**config.mk**
```make
export PLATFORM = sky130hd
export DESIGN_NAME = rst_release_seq
export DESIGN_NICKNAME = d
export VERILOG_FILES = /design/src/rtl/rrs_pkg.sv /design/src/rtl/rrs_stage_timer.sv /design/src/rtl/rrs_ctrl.sv /design/src/rtl/rrs_periph_gate.sv /design/src/rtl/rst_release_seq.sv
export SDC_FILE = /design/constraint.sdc
export NUM_CORES = 1
export LEC_CHECK = 0
export BUFFER_PORTS_ARGS = -buffer_cell sky130_fd_sc_hd__buf_2
export CAP_MARGIN = 15
export CORE_UTILIZATION = 45
export CTS_CLUSTER_DIAMETER = 50
export DETAILED_ROUTE_END_ITERATION = 8
export GPL_TIMING_DRIVEN = 1
export MAX_ROUTING_LAYER = met4
export PLACE_DENSITY = 0.69
export SYNTH_ARGS = -nofsm -noshare
export SYNTH_HDL_FRONTEND = slang
export SYNTH_HIERARCHICAL = 1
export SYNTH_SLANG_ARGS = --single-unit
```
**constraint.sdc**
```tcl
create_clock -name clk -period 2.34 [get_ports clk]
set_input_delay 0.117 -clock clk [delete_from_list [all_inputs] [get_ports clk]]
set_output_delay 0.117 -clock clk [all_outputs]
set_load 0.005 [all_outputs]
```
**src/rtl/rrs_pkg.sv**
```systemverilog
// Shared types for the staged reset release sequencer.
// Assumes: one state per timed stage plus idle.
package rrs_pkg;
    typedef enum logic [2:0] {
        ST_IDLE        = 3'd0,
        ST_WAIT_MISC   = 3'd1,
        ST_WAIT_GATE   = 3'd2,
        ST_WAIT_MPU    = 3'd3,
        ST_WAIT_UNGATE = 3'd4
    } rrs_state_e;
endpackage

```
**src/rtl/rrs_stage_timer.sv**
```systemverilog
// Down-counter shared by all stages. A load sets the count to the stage delay.
// expire_o is high while the count is 1, so the next stage action happens
// exactly DELAY edges after the load edge.
// Assumes: every loaded value is at least 1.
module rrs_stage_timer #(
    parameter int unsigned CNT_W = 8
) (
    input  logic             clk,
    input  logic             rst_n,
    input  logic             load_i,
    input  logic [CNT_W-1:0] load_val_i,
    output logic             expire_o
);
    logic [CNT_W-1:0] cnt_q;

    // Load on request, otherwise count down and rest at zero.
    always_ff @(posedge clk) begin
        if (!rst_n) begin
            cnt_q <= '0;
        end else if (load_i) begin
            cnt_q <= load_val_i;
        end else if (cnt_q != '0) begin
            cnt_q <= cnt_q - 1'b1;
        end
    end

    // Flag the last cycle of a stage.
    assign expire_o = (cnt_q == CNT_W'(1));
endmodule

```
**src/rtl/rrs_ctrl.sv**
```systemverilog
// Stage controller. It steps idle -> misc -> gate -> mpu -> ungate -> idle,
// reloads the shared timer on every transition and drives the registered
// reset and clock-stop outputs.
// Assumes: start_i is ignored outside idle; the cold flag is captured with start.
module rrs_ctrl
    import rrs_pkg::*;
#(
    parameter int unsigned D_MISC   = 100,
    parameter int unsigned D_GATE   = 200,
    parameter int unsigned D_MPU    = 32,
    parameter int unsigned D_UNGATE = 32,
    parameter int unsigned CNT_W    = 8
) (
    input  logic             clk,
    input  logic             rst_n,
    input  logic             start_i,
    input  logic             cold_i,
    input  logic             expire_i,
    output logic             load_o,
    output logic [CNT_W-1:0] load_val_o,
    output logic             l3_rst_n_o,
    output logic             misc_rst_n_o,
    output logic             dbg_rst_n_o,
    output logic             mpu_rst_n_o,
    output logic [1:0]       cpu_clkoff_o,
    output logic             done_o,
    output logic             complete_o
);
    localparam logic [CNT_W-1:0] LV_MISC   = CNT_W'(D_MISC);
    localparam logic [CNT_W-1:0] LV_GATE   = CNT_W'(D_GATE);
    localparam logic [CNT_W-1:0] LV_MPU    = CNT_W'(D_MPU);
    localparam logic [CNT_W-1:0] LV_UNGATE = CNT_W'(D_UNGATE);

    rrs_state_e state_q, state_d;
    logic       cold_q;
    logic       begin_pass;
    logic       stage_end;

    assign begin_pass = (state_q == ST_IDLE) && start_i;
    assign stage_end  = (state_q != ST_IDLE) && expire_i;

    // Next state and timer reload value.
    always_comb begin
        state_d    = state_q;
        load_o     = 1'b0;
        load_val_o = LV_MISC;
        if (begin_pass) begin
            state_d    = ST_WAIT_MISC;
            load_o     = 1'b1;
            load_val_o = LV_MISC;
        end else if (stage_end) begin
            load_o = 1'b1;
            unique case (state_q)
                ST_WAIT_MISC: begin
                    state_d    = ST_WAIT_GATE;
                    load_val_o = LV_GATE;
                end
                ST_WAIT_GATE: begin
                    state_d    = ST_WAIT_MPU;
                    load_val_o = LV_MPU;
                end
                ST_WAIT_MPU: begin
                    state_d    = ST_WAIT_UNGATE;
                    load_val_o = LV_UNGATE;
                end
                default: begin
                    state_d = ST_IDLE;
                    load_o  = 1'b0;
                end
            endcase
        end
    end

    // State register and captured pass type.
    always_ff @(posedge clk) begin
        if (!rst_n) begin
            state_q <= ST_IDLE;
            cold_q  <= 1'b1;
        end else begin
            state_q <= state_d;
            if (begin_pass) cold_q <= cold_i;
        end
    end

    // Registered reset, clock-stop, done and completion outputs.
    always_ff @(posedge clk) begin
        if (!rst_n) begin
            l3_rst_n_o   <= 1'b0;
            misc_rst_n_o <= 1'b0;
            dbg_rst_n_o  <= 1'b0;
            mpu_rst_n_o  <= 1'b0;
            cpu_clkoff_o <= 2'b00;
            done_o       <= 1'b0;
            complete_o   <= 1'b0;
        end else begin
            done_o <= 1'b0;
            if (begin_pass) begin
                l3_rst_n_o   <= 1'b1;
                misc_rst_n_o <= 1'b0;
                mpu_rst_n_o  <= 1'b0;
                cpu_clkoff_o <= 2'b00;
                complete_o   <= 1'b0;
                if (cold_i) dbg_rst_n_o <= 1'b0;
            end else if (stage_end) begin
                unique case (state_q)
                    ST_WAIT_MISC: begin
                        misc_rst_n_o <= 1'b1;
                        if (cold_q) dbg_rst_n_o <= 1'b1;
                    end
                    ST_WAIT_GATE:   cpu_clkoff_o <= 2'b11;
                    ST_WAIT_MPU:    mpu_rst_n_o  <= 1'b1;
                    default: begin
                        cpu_clkoff_o <= 2'b00;
                        done_o       <= 1'b1;
                        complete_o   <= 1'b1;
                    end
                endcase
            end
        end
    end
endmodule

```
**src/rtl/rrs_periph_gate.sv**
```systemverilog
// Peripheral reset gating. Each peripheral leaves reset only after a pass has
// completed and while its software release bit is set.
// Assumes: release bits are already synchronous to clk.
module rrs_periph_gate #(
    parameter int unsigned N_PERIPH = 4
) (
    input  logic                complete_i,
    input  logic [N_PERIPH-1:0] rel_i,
    output logic [N_PERIPH-1:0] rst_n_o
);
    for (genvar g = 0; g < N_PERIPH; g++) begin : g_periph
        // One gate per peripheral.
        assign rst_n_o[g] = complete_i & rel_i[g];
    end
endmodule

```
**src/rtl/rst_release_seq.sv**
```systemverilog
// Top of the staged reset release sequencer: controller, shared stage timer
// and peripheral gating.
// Assumes: every stage delay is at least 1 cycle.
module rst_release_seq #(
    parameter int unsigned D_MISC   = 100,
    parameter int unsigned D_GATE   = 200,
    parameter int unsigned D_MPU    = 32,
    parameter int unsigned D_UNGATE = 32,
    parameter int unsigned N_PERIPH = 4
) (
    input  logic                clk,
    input  logic                rst_n,
    input  logic                start_i,
    input  logic                cold_i,
    input  logic [N_PERIPH-1:0] periph_rel_i,
    output logic                l3_rst_n_o,
    output logic                misc_rst_n_o,
    output logic                dbg_rst_n_o,
    output logic                mpu_rst_n_o,
    output logic [1:0]          cpu_clkoff_o,
    output logic [N_PERIPH-1:0] periph_rst_n_o,
    output logic                done_o
);
    localparam int unsigned MAX_AB  = (D_MISC > D_GATE) ? D_MISC : D_GATE;
    localparam int unsigned MAX_CD  = (D_MPU > D_UNGATE) ? D_MPU : D_UNGATE;
    localparam int unsigned MAX_D   = (MAX_AB > MAX_CD) ? MAX_AB : MAX_CD;
    localparam int unsigned CNT_W   = $clog2(MAX_D + 1);

    logic             load;
    logic [CNT_W-1:0] load_val;
    logic             expire;
    logic             complete;

    rrs_stage_timer #(.CNT_W(CNT_W)) i_timer (
        .clk        (clk),
        .rst_n      (rst_n),
        .load_i     (load),
        .load_val_i (load_val),
        .expire_o   (expire)
    );

    rrs_ctrl #(
        .D_MISC   (D_MISC),
        .D_GATE   (D_GATE),
        .D_MPU    (D_MPU),
        .D_UNGATE (D_UNGATE),
        .CNT_W    (CNT_W)
    ) i_ctrl (
        .clk          (clk),
        .rst_n        (rst_n),
        .start_i      (start_i),
        .cold_i       (cold_i),
        .expire_i     (expire),
        .load_o       (load),
        .load_val_o   (load_val),
        .l3_rst_n_o   (l3_rst_n_o),
        .misc_rst_n_o (misc_rst_n_o),
        .dbg_rst_n_o  (dbg_rst_n_o),
        .mpu_rst_n_o  (mpu_rst_n_o),
        .cpu_clkoff_o (cpu_clkoff_o),
        .done_o       (done_o),
        .complete_o   (complete)
    );

    rrs_periph_gate #(.N_PERIPH(N_PERIPH)) i_pgate (
        .complete_i (complete),
        .rel_i      (periph_rel_i),
        .rst_n_o    (periph_rst_n_o)
    );
endmodule

```
Word-level counts from Yosys, hierarchy flattened
Index checks and enable logic that the tools add are counted.

word-level totals
  output and inout port bits = 11
  register bits after elaboration = 20
  logic and storage cells = 62

cells by class
  bitwise gates (word level) = 8
  muxes and demuxes = 18
  equal/unequal tests = 5
  reductions and logical operators = 19
  $add $sub $neg = 1

operator list
  operator               count
  $mux W8                4
  $pmux W8 S2            1
  $mux W1                11
  $pmux W3 S3            1
  $eq A8 B1 Y1 const B   1
  $reduce_and A2 Y1      4
  $reduce_bool A2 Y1     4
  $reduce_bool A8 Y1     1
  $sub A8 B1 Y8 const B  1
  $eq A3 B2 Y1 const B   2
  $reduce_or A2 Y1       3
  $reduce_or A3 Y1       2
  $and A1 B1 Y1          4
  $not A1 Y1             4
  $pmux W2 S2            1
  $reduce_and A4 Y1      1
  $eq A3 B1 Y1 const B   1
  $logic_not A3 Y1       1
  $reduce_bool A3 Y1     1
  $logic_and A1 B1 Y1    2
  $ne A2 B2 Y1 const B   1

Logic depth before layout (Yosys ltp)
  depth after elaboration = 6
  depth in mapped cells = 11

Cells and area by module
The synthesis kept the hierarchy.

modules (own cells, without submodules)
  module           times used  area an instance (µm²)  cells each
  rrs_stage_timer  1           495.5                   54
  rrs_ctrl         1           494.2                   56
  rrs_periph_gate  1           25.0                    4

Worst setup path after synthesis
Ideal clock, no wire load.

  path type = register -> register
  from = register i_timer.cnt_q[4]
  to = register i_timer.cnt_q[0]
  setup slack = 0.377 ns
  setup time = 0.119 ns
  buffers on the path = 2
  arrival = 1.845 ns
  cell stages (with the launch flop) = 11
  cells stage by stage = dfxtp_1 > nor4_4 > and3_2 > buf_2 > o211ai_1 > nand2_1 > buf_2 > inv_2 > nand4_2 > mux2i_1 > a21boi_1

between the ends
  word-level cells in the longest chain between the ends = 5

ends and longest elaborated chain
  item                                                  RTL line               RTL
  start: declaration                                    rrs_stage_timer.sv:14  logic [CNT_W-1:0] cnt_q;
  start signal: assignment                              rrs_stage_timer.sv:21  cnt_q <= load_val_i;
  start signal: assignment                              rrs_stage_timer.sv:23  cnt_q <= cnt_q - 1'b1;
  $eq A8 B1 Y1 (*)                                      rrs_stage_timer.sv:28  assign expire_o = (cnt_q == CNT_W'(1));
  via expire                                            rst_release_seq.sv:31  logic expire;
  $logic_and A1 B1 Y1 (*)                               rrs_ctrl.sv:40         assign stage_end = (state_q != ST_IDLE) && expire_i;
  $mux W1 (*)                                           rrs_ctrl.sv:51         end else if (stage_end) begin
  $mux W1 (*)                                           rrs_ctrl.sv:47         if (begin_pass) begin
  via load                                              rst_release_seq.sv:29  logic load;
  $mux W8 / $reduce_bool A2 Y1 (equally long branches)  -

The timed path passes the listed nets; every way through them passes the cells marked *.
A chain may end at the register's enable or synchronous reset.

Worst setup path after layout
  from = register i_timer.cnt_q[4]
  to = register i_timer.cnt_q[3]

Same word-level chain as after synthesis.

==> flow_summary.toml <==
[place]
numPortBuffers = 18
dpl.hpwl_um = 1370
place_congestion = 0.840
place_inst = 153

[worst_setup_path]
cp-startpoint = "i_timer/cnt_q[4]"
critPathLaunchType = "flop"
timing.rr.end = "i_timer/cnt_q[3]"
worstPathArrival_ns = 2.19
cp.required_ns = 2.56
crit_path_max_incr_delay_ns = 0.37
r2r_cells = 8
criticalPathCategory = "reg2reg"
end_kind = "flop"
worstReg2RegStart = "i_timer/cnt_q[4]"
cp-endpoint = "i_timer/cnt_q[3]"
cpMaxStageDelayCell = "dfxtp_1"
path_max_fanout = 11
reg2reg_slack_ns = 0.37
crit_chain = "nor4_4 -> and3_2 -> o211ai_1 -> nand2_1 -> inv_2 -> nand4_2 -> nand2_2 -> a211oi_1"

[synth]
synth_top_area_cell = "dfxtp_1"
async_reset_ff_share_pct = 0
syn_area_mm2 = 0.00101
synth_cell_type_count = 41
syn_area_per_cell_um2 = 8.90
synth_edf_count = 0
ys_seq_elements = 19
ys_seq_area_share_pct = 37.5
yosysTopAreaCellShare_pct = 37.5
synth_area_leaders = "dfxtp_1, nor2_1, a211oi_2, buf_4, ha_1"
yosys_most_used_dff = "dfxtp_1"
yosysWarnings = 6
synth_cells = 114

[sta]
finalSetupTns_ns = 0
fmax_mhz = 508
setup-violations-final = 0
fin_worst_skew_ns = 0.00464
rsz0062_at_grt = "no"
period_share_pct = 84.1
maxSlewViolCount = 0
hold_violations = 0
period_minus_slack_ns = 1.97

[detailed_routing]
ant_nets = 0
num_vias = 773
first_pass_iters = 4
drt-initial-drc-count = 22
drc = 0
drt-wirelength-per-cell_um = 11.5
totalWireLength_um = 1810
via_per_inst = 4.92

[global_route]
grt_pass1_wl_um = 3190
gr-total-overflow = 0
grtUsageMet2_pct = 28.5
track_usage_pct = 17.8
grt_max_degree = 13
gr-usage-met1_pct = 20.5
antenna_found_initial = 0
busiest_layer = "met2"
gr-usage-met3_pct = 6.79
grt_pass1_vias = 744

[pwr]
peakVddDrop_uv = 534
power.density_mw_per_mm2 = 939
power.leakage_uw = 0.000509

[cts]
cts_setup_buffers = 0
clk_latency_ns = 0.29
clockBufferDepth = 2
cts_root_buf = "clkbuf_4"
cts_tree = "yes"
cts-hold-fix-buffers = 0
cts.sinks = 19
numCtsBuffers = 3
post_cts_resized = 0
h-tree-depth = 1
clkTransAtPathRegs_ns = 0.10

[floorplan]
fp.dieH_um = 49.5
initial_core_util_pct = 49.7
rows = 16
die_area_mm2 = 0.00245
core_mm2 = 0.00204
die_x_um = 49.5
io-pin-count = 19

[worst_hold_path]
hp-class = "in2reg"
hold_depth = 3

[layout]
area_growth_pct = 10.7
final_nets = 142
drive_above_1_share_pct = 27.7
num-fill-cells = 208
layout.cells.non_filler = 157
insertedDiodeCount = 0

[flow_run]
drv_cap = 0

[status]
outcome = "completed"
==> metrics by stage <==
| stage | setup slack (ns) | util [%] | power [uW] | hold WS (ns) | instance area (um^2) |
|---|---|---|---|---|---|
| final | 0.372 | 55.0 | 1060 | 0.0598 | 1120 |
| after global routing | 0.182 | 55.0 | 1140 | 0.0574 | 1120 |
| after CTS | 0.368 | 55.0 | 1070 | 0.0553 | 1120 |
| after detailed placement | 0.402 | 53.7 | 901 | 0.367 | 1100 |
| after global placement | 0.422 | 53.7 | 893 | 0.346 | 1100 |
| after floorplan | 0.377 | - | 826 | 0.245 | 1020 |
==> final cells by class <==
type / instances / area [um^2] / share of cell area (%)
timing repair buffer: 19 / 97.6 / 8.69
sequential: 19 / 380 / 33.9
clock buffer: 4 / 26.3 / 2.34
inverter: 7 / 26.3 / 2.34
tap: 27 / 33.8 / 3.01
multi-input combinational: 81 / 559 / 49.8
==> synth_stat cells (2+ instances only) <==
library cell  instances
ha_1                  3
a21boi_1              2
xnor2_1               3
nand2_1              10
a211oi_2              3
and3_1                2
nor2_1               12
nor2b_1               2
and2_1                5
a211oi_1              2
nand2_2               2
mux2i_1               2
buf_2                 3
a21oi_1               5
dfxtp_1              19
buf_4                 5
inv_1                 6
o21a_1                2
xor2_1                3
o21ai_0               2
==> how the worst min path moves through the flow <==
| stage | to | start | slack (ns) |
|---|---|---|---|
| after floorplan | i_timer/cnt_q[1] | rst_n | 0.25 |
| after global placement | i_ctrl/cold_q | cold_i | 0.35 |
| after detailed placement | i_ctrl/cold_q | cold_i | 0.37 |
| after CTS | i_ctrl/cold_q | cold_i | 0.06 |
| after global routing | i_ctrl/cold_q | cold_i | 0.06 |
| final | i_ctrl/cold_q | cold_i | 0.06 |
==> cell usage in the layout (no fill, tap or decap), drive strengths merged, types with 2 or more instances in the layout <==
cell type | netlist | layout
o21ai | 2 | 2
dfxtp | 19 | 19
clkbuf | 1 | 4
a21boi | 2 | 2
xor2 | 3 | 3
o21a | 2 | 2
inv | 7 | 7
buf | 8 | 19
a211oi | 5 | 5
conb | 1 | 3
nor2b | 2 | 2
ha | 3 | 3
and2 | 5 | 5
a21oi | 5 | 5
and3 | 3 | 3
nor3 | 2 | 2
nor2 | 12 | 12
nand2 | 12 | 12
xnor2 | 3 | 3
nor3b | 2 | 2
mux2i | 2 | 2
==> logic make-up (layout without fill, tap and decap cells) <==
logic type,count (synthesis),in the layout,share of synthesized area (%)
multiplexers,2,2,1.97
adder cells (fa/ha/maj),3,3,3.70
other,1,3,0.370
AND/OR/NAND/NOR,47,47,28.7
XOR/XNOR,6,6,5.18
flip-flops,19,19,37.5
buffers and inverters,16,30,8.14
AO/OA/AOI/OAI,20,20,14.4
==> critical path, delay by kind of cell (launching register included) <==
kind / cells / cell delay [ns]
AND/OR/NAND/NOR: 5 / 1.08
flip-flops: 1 / 0.37
AO/OA/AOI/OAI: 2 / 0.33
buffers and inverters: 1 / 0.10
==> metal layers <==
metal / share of wire, % / wire length [um]
met1: 47 / 855
met2: 48 / 878
met3: 3.5 / 63
met4: 0.72 / 13
met5: 0 / 0
==> report_power, final <==
| group | leakage [uW] | internal [uW] | switching, uW |
|---|---|---|---|
| Sequential | 0.000156 | 390 | 91.0 |
| Combinational | 0.000338 | 205 | 207 |
| Clock | 0.0000150 | 66.4 | 96.1 |
| Total | 0.000509 | 661 | 394 |
==> flip-flops by register name, summed over array words and instances, names as in the netlist <==
register             flops
i_ctrl/done_o            1
i_ctrl/misc_rst_n_o      1
i_ctrl/dbg_rst_n_o       1
i_ctrl/cold_q            1
i_ctrl/mpu_rst_n_o       1
i_timer/cnt_q            8
i_ctrl/state_q           3
i_ctrl/cpu_clkoff_o      1
i_ctrl/complete_o        1
i_ctrl/l3_rst_n_o        1
Note: power is estimated with default switching activity, not from simulation.
